==> config.mk <==
export PLATFORM = sky130hd
export DESIGN_NAME = irq_prio_select
export DESIGN_NICKNAME = d
export VERILOG_FILES = /design/src/rtl/irq_sel_pkg.sv /design/src/rtl/irq_sel_tree.sv /design/src/rtl/irq_sel_thresh.sv /design/src/rtl/irq_sel_out.sv /design/src/rtl/irq_prio_select.sv
export SDC_FILE = /design/constraint.sdc
export NUM_CORES = 1
export LEC_CHECK = 0
export BUFFER_PORTS_ARGS = -buffer_cell sky130_fd_sc_hd__buf_2
export CORE_AREA = 2 2 265 267
export CTS_BUF_LIST = sky130_fd_sc_hd__clkbuf_2 sky130_fd_sc_hd__clkbuf_4 sky130_fd_sc_hd__clkbuf_8
export DETAILED_ROUTE_END_ITERATION = 8
export DIE_AREA = 0 0 267 269
export GPL_TIMING_DRIVEN = 0
export MAX_ROUTING_LAYER = met4
export SYNTH_ARGS = -nofsm -noshare
export SYNTH_HDL_FRONTEND = slang
export SYNTH_SLANG_ARGS = --single-unit
==> constraint.sdc <==
create_clock -name clk -period 3 [get_ports clk]
set_input_delay 0.6 -clock clk [delete_from_list [all_inputs] [get_ports clk]]
set_output_delay 0.6 -clock clk [all_outputs]
set_load 0.05 [all_outputs]
==> src/rtl/irq_sel_pkg.sv <==
package irq_sel_pkg;
  localparam int PRIO_W = 8;
  localparam int ID_W   = 10;
  localparam logic [ID_W-1:0]   SPUR_ID   = {ID_W{1'b1}};
  localparam logic [PRIO_W:0]   PRIO_IDLE = {1'b1, {PRIO_W{1'b0}}};
  localparam logic [PRIO_W-1:0] MASK_RST  = 8'hF0;
endpackage

==> src/rtl/irq_sel_tree.sv <==
module irq_sel_tree
  import irq_sel_pkg::*;
#(
  parameter int NUM_IRQ = 64
) (
  input  logic                      clk,
  input  logic                      rst_n,
  input  logic [NUM_IRQ-1:0]        en,
  input  logic [NUM_IRQ-1:0]        pend,
  input  logic [NUM_IRQ*PRIO_W-1:0] prio,
  output logic [PRIO_W:0]           best_pr,
  output logic [ID_W-1:0]           best_id
);
  localparam int LVLS = (NUM_IRQ > 1) ? $clog2(NUM_IRQ) : 0;
  localparam int PAD  = 1 << LVLS;

  for (genvar l = 0; l <= LVLS; l++) begin : g_lvl
    localparam int W = PAD >> l;
    logic [PRIO_W:0] pr [W];
    logic [ID_W-1:0] id [W];
    if (l == 0) begin : g_leaf
      for (genvar k = 0; k < W; k++) begin : g_k
        if (k < NUM_IRQ) begin : g_real
          assign pr[k] = (en[k] && pend[k]) ? {1'b0, prio[k*PRIO_W +: PRIO_W]} : PRIO_IDLE;
        end else begin : g_dead
          assign pr[k] = PRIO_IDLE;
        end
        assign id[k] = ID_W'(k);
      end
    end else begin : g_node
      for (genvar k = 0; k < W; k++) begin : g_k
        // right half (higher IDs) wins only when strictly more urgent
        logic take_r;
        assign take_r = g_lvl[l-1].pr[2*k+1] < g_lvl[l-1].pr[2*k];
        assign pr[k]  = take_r ? g_lvl[l-1].pr[2*k+1] : g_lvl[l-1].pr[2*k];
        assign id[k]  = take_r ? g_lvl[l-1].id[2*k+1] : g_lvl[l-1].id[2*k];
      end
    end
  end

  assign best_pr = g_lvl[LVLS].pr[0];
  assign best_id = g_lvl[LVLS].id[0];

  // leaf-side view of the chosen line, for the checks below
  logic winner_ok;
  logic beaten;
  always_comb begin
    winner_ok = 1'b0;
    beaten    = 1'b0;
    for (int k = 0; k < NUM_IRQ; k++) begin
      if (best_id == ID_W'(k))
        winner_ok = en[k] && pend[k] && ({1'b0, prio[k*PRIO_W +: PRIO_W]} == best_pr);
      if (en[k] && pend[k] && ({1'b0, prio[k*PRIO_W +: PRIO_W]} < best_pr))
        beaten = 1'b1;
    end
  end

  AST_WINNER_IS_CANDIDATE: assert property (@(posedge clk) disable iff (!rst_n)
    (best_pr != PRIO_IDLE) |-> winner_ok);
  AST_NO_BETTER_LINE: assert property (@(posedge clk) disable iff (!rst_n)
    !beaten);
endmodule

==> src/rtl/irq_sel_thresh.sv <==
module irq_sel_thresh
  import irq_sel_pkg::*;
(
  input  logic              clk,
  input  logic              rst_n,
  input  logic              mask_we,
  input  logic [PRIO_W-1:0] mask_wdata,
  input  logic              run_we,
  input  logic [PRIO_W:0]   run_wdata,
  output logic [PRIO_W-1:0] mask_q,
  output logic [PRIO_W:0]   run_q
);
  logic [PRIO_W-1:0] mask_d;
  logic [PRIO_W:0]   run_d;

  always_comb begin
    mask_d = mask_q;
    run_d  = run_q;
    if (mask_we) mask_d = mask_wdata;
    if (run_we)  run_d  = (run_wdata > PRIO_IDLE) ? PRIO_IDLE : run_wdata;
  end

  always_ff @(posedge clk or negedge rst_n) begin
    if (!rst_n) begin
      mask_q <= MASK_RST;
      run_q  <= PRIO_IDLE;
    end else begin
      mask_q <= mask_d;
      run_q  <= run_d;
    end
  end

  AST_RUN_SATURATED: assert property (@(posedge clk) disable iff (!rst_n)
    run_q <= PRIO_IDLE);
  AST_MASK_HOLDS: assert property (@(posedge clk) disable iff (!rst_n)
    !$past(mask_we) |-> $stable(mask_q));
endmodule

==> src/rtl/irq_sel_out.sv <==
module irq_sel_out
  import irq_sel_pkg::*;
#(
  parameter int NUM_IRQ = 64
) (
  input  logic              clk,
  input  logic              rst_n,
  input  logic              dist_en,
  input  logic              cpu_en,
  input  logic [PRIO_W:0]   best_pr,
  input  logic [ID_W-1:0]   best_id,
  input  logic [PRIO_W-1:0] mask_q,
  input  logic [PRIO_W:0]   run_q,
  output logic [ID_W-1:0]   pend_id,
  output logic              irq_req
);
  logic            pass;
  logic [ID_W-1:0] id_d;
  logic            req_d;

  always_comb begin
    pass  = dist_en && cpu_en && (best_pr <= {1'b0, mask_q});
    id_d  = pass ? best_id : SPUR_ID;
    req_d = pass && (best_pr < run_q);
  end

  always_ff @(posedge clk or negedge rst_n) begin
    if (!rst_n) begin
      pend_id <= SPUR_ID;
      irq_req <= 1'b0;
    end else begin
      pend_id <= id_d;
      irq_req <= req_d;
    end
  end

  AST_GATED_OFF: assert property (@(posedge clk) disable iff (!rst_n)
    !($past(dist_en) && $past(cpu_en)) |-> (pend_id == SPUR_ID && !irq_req));
  AST_REQ_HAS_ID: assert property (@(posedge clk) disable iff (!rst_n)
    irq_req |-> (pend_id != SPUR_ID));
  AST_REQ_BELOW_RUN: assert property (@(posedge clk) disable iff (!rst_n)
    irq_req |-> ($past(best_pr) < $past(run_q)));
  AST_MASK_GATE: assert property (@(posedge clk) disable iff (!rst_n)
    (pend_id != SPUR_ID) |-> ($past(best_pr) <= {1'b0, $past(mask_q)}));
  AST_ID_RANGE: assert property (@(posedge clk) disable iff (!rst_n)
    (pend_id == SPUR_ID) || (pend_id < ID_W'(NUM_IRQ)));
endmodule

==> src/rtl/irq_prio_select.sv <==
module irq_prio_select
  import irq_sel_pkg::*;
#(
  parameter int NUM_IRQ = 64
) (
  input  logic                      clk,
  input  logic                      rst_n,
  input  logic                      dist_en,
  input  logic                      cpu_en,
  input  logic [NUM_IRQ-1:0]        irq_en,
  input  logic [NUM_IRQ-1:0]        irq_pend,
  input  logic [NUM_IRQ*PRIO_W-1:0] irq_prio,
  input  logic                      mask_we,
  input  logic [PRIO_W-1:0]         mask_wdata,
  input  logic                      run_we,
  input  logic [PRIO_W:0]           run_wdata,
  output logic [ID_W-1:0]           pend_id,
  output logic                      irq_req
);
  logic [PRIO_W:0]   best_pr;
  logic [ID_W-1:0]   best_id;
  logic [PRIO_W-1:0] mask_q;
  logic [PRIO_W:0]   run_q;

  irq_sel_tree #(.NUM_IRQ(NUM_IRQ)) u_tree (
    .clk(clk), .rst_n(rst_n), .en(irq_en), .pend(irq_pend), .prio(irq_prio),
    .best_pr(best_pr), .best_id(best_id)
  );

  irq_sel_thresh u_thresh (
    .clk(clk), .rst_n(rst_n),
    .mask_we(mask_we), .mask_wdata(mask_wdata),
    .run_we(run_we), .run_wdata(run_wdata),
    .mask_q(mask_q), .run_q(run_q)
  );

  irq_sel_out #(.NUM_IRQ(NUM_IRQ)) u_out (
    .clk(clk), .rst_n(rst_n), .dist_en(dist_en), .cpu_en(cpu_en),
    .best_pr(best_pr), .best_id(best_id), .mask_q(mask_q), .run_q(run_q),
    .pend_id(pend_id), .irq_req(irq_req)
  );
endmodule

==> results list <==
- Sum of negative setup slack: -86.85 ns
- Post-synthesis cell type with the largest combined area: ha_1
- Count of yosys warnings during synthesis: 0
- Entering global routing, the biggest net connects 26 pins.
- The synthesized design contains 0 enable-type register cells.
- For this block, the initial DRC count from the detailed router was 1607.
* Outcome: finished, violations left
- The via count of the first global-routing pass was 28300.
- The top cell types in the final layout, fill and taps aside, are buf_2 (667), nand2_1 (524), ha_1 (374).
- The final reports fail on setup timing.
- Leaving out fill and tap cells, the most frequent cell in the layout is buf_2.
- Number of iterations in the first detailed-routing pass: 5
- In this run the number of H-tree levels came out at 1.
* Final routed wire length divided by cell count: 17.9 um
- Setup repair after global routing could not meet its margin everywhere.
- The count of nets left with antenna violations once routing finished came out at 0.
- Number of slew-limit violations in the final report: 0
- At the end of the flow, the number of nets in the layout was 5734.
* DP Worst Slack: -13.38 ns
* Buffer depth of the longest clock path: 2
- For this block, the routed nets add up to 100000 um of wire.
* Sequential fraction of the synthesis area: 2.64%
- Clock latency on the worst-skew pair, taken at its later pin, is 0.28 ns.
- Async set-or-reset flop fraction in the synthesized netlist: 100%
* CTS tree: done
- The tree built by TritonCTS fans out to 25 sinks.
- GRT overflow: 0
- Clock input transition at the sequential cells of the worst setup and hold paths: 0.10 ns
* Number of rows in the core area: 97
- Clock Root Buffer: clkbuf_8
- Flip-flop and latch count after synthesis: 25
* Remaining design rule violation count: 0
- Required time at the worst-slack endpoint: 3.20 ns
- The worst setup path is launched from a primary input.
* Number of vias per cell: 5.55
* Number of setup violations in the final report: 8
- CP max stage cell: or3_1
- Number of antenna violations at the first check in global routing: 33
* Number of placed cells counting well taps: 5252
* FF-to-FF setup slack: 0.52 ns
* Proportion of layout cells with a drive suffix above 1: 38.6%
* Endpoint class of the critical path: register
- Number of hold violations in the final report: 0
- MaxCap Viol Count: 0
* Top-level I/O count: 674
- Post-route cell area: 35600 sq um
- The first global-routing pass estimated 144000 um of wire.
- The number of clock buffers added by TritonCTS is 3.
- Dpl cell area: 29300 sq um
- Yosys attributes the largest share of cell area to ha_1 (23%), nand2_1 (8.8%), o21ai_0 (6.5%).
- In this run the tool buffered the top-level ports with 668 buffer cells.
* Max stage delay on crit path: 0.35 ns
- The initial utilization of the core area, before any placement, comes to 35.1%.
* Final setup skew: 0.00959 ns
* Die extent in y: 269 um
* Vias: 31000
* GRT Resource Usage Total: 25.5%
- Area fraction of the dominant cell type after synthesis: 22.8%
* Die footprint: 71800 sq um
- Non-filler cells, final: 5597
- Yosys mapped the design onto 107 distinct sky130hd cell types.
- Slew headroom: 36.9%
- Maximum fanout count along the critical path: 8
* Post-synth net total: 4749
- The mapped netlist covers 24300 sq um.
* Cells after synthesis: 3644
- Data arrival at the endpoint of the critical path: 14.12 ns
- Subtracting the final worst setup slack from the clock period gives 13.92 ns.
- Synthesized area divided by synthesized cell count: 6.67 sq um
- The core region is 69300 sq um.
- The worst hold path belongs to the class in -> async.
* Setup ws final: -10.92 ns
- At the pin with the least slew margin, the transition time is 0.935 ns.
* X dimension of the die: 267 um
- CTS hold repair buffers: 0
* Dpl hpwl: 80600 um
* Post-synth top flop: dfrtp_1
- Peak clock frequency supported by timing: 71.8 MHz
- Compared with the post-synthesis result, the final layout area differs by 46.7%.
- The critical path in this run is classified as in -> reg.
- The final critical path takes up 464% of the cycle.
* Last weighted congestion value of the routability-driven placer: 0.946
Yosys cell counts (12+ instances only):
library cell and number:
nor2_1 264, mux2i_1 120, o31ai_1 14, or2_2 16
a31oi_1 46, nor2b_1 30, o21a_1 47, a31o_2 13
ha_1 442, inv_1 242, nand2_1 571, dfrtp_1 13
o31a_1 15, nand2b_1 22, clkbuf_1 102, a311oi_1 12
a21o_1 126, o21ai_0 317, buf_2 17, nand3_1 160
nand4_1 55, and3_1 186, nand3b_1 12, dfstp_2 12
nor3_1 16, o221ai_1 20, and2_1 67, o211ai_1 30
a211oi_1 33, a21oi_1 273, mux2_2 74
worst paths after layout:
kind                                     from            endpoint  cells after the start
setup / recovery                    irq_en[8]    u_out.pend_id[0]                     87
hold / removal                          rst_n   u_thresh.run_q[1]                      1
setup reg to reg           u_thresh.mask_q[1]    u_out.pend_id[0]                     16
hold reg to reg            u_thresh.mask_q[7]  u_thresh.mask_q[7]                      2
max in group asynchronous               rst_n   u_thresh.run_q[5]                      1
min in group clk           u_thresh.mask_q[7]  u_thresh.mask_q[7]                      2
critical path: cells and delay by family:
kind,cells,cell delay [ns]
simple gates,26,2.98
mux,2,0.59
compound gates,38,6.26
buf+inv,14,1.88
fa+ha+maj,7,1.78
metrics by stage:
stage	hold WS [ns]	util [%]
after floorplan	0.304	-
after global placement	0.498	42.2
after detailed placement	0.503	42.2
after CTS	0.342	45.5
after global routing	0.349	51.4
final	0.327	51.4
timing repair:
| action | in CTS | in global routing |
|---|---|---|
| gates resized for setup | 334 | 652 |
| setup buffers | 154 | 174 |
| setup endpoints to repair | 8 | 8 |
| pin swaps | 96 | 226 |
| cloned | 2 | 8 |
cell type report:
type,count,area [sq um]
diodes,29,72.6
plain buffers,107,1160
clock buffers,3,41.3
clock inverters,1,7.51
fillers,6777,33700
inverters,243,920
multi-input cells,3246,25500
flip-flops and latches,25,641
well taps,940,1180
repair buffers,1003,6090
registers in the layout, summed over array words and instances, names as in the netlist:
name             count
u_thresh.run_q       9
u_thresh.mask_q      8
u_out.irq_req        1
u_out.pend_id        7
cells by family (layout without fill, tap and decap cells):
family,count (synthesis),after routing,synth area share [%]
adders and majority gates,447,447,23.0
muxes,199,199,8.68
DFF,25,25,2.64
other,0,29,0
xor gates and xnor gates,4,4,0.144
buffers and inverters,374,1357,5.99
and+or+nand+nor,1460,1461,28.7
AOI/OAI and AO/OA,1135,1135,30.9
layer usage:
metal	up-vias	wire (um)	global-route usage [%]
li1	15500	-	-
met1	14500	42100	29.8
met2	861	50300	45.2
met3	183	4690	3.09
met4	0	3140	8.02
met5	-	0	-
Power is left out: the tool's default activity adds up to more than one toggle a clock period on the data nets, which glitch-free logic cannot reach.
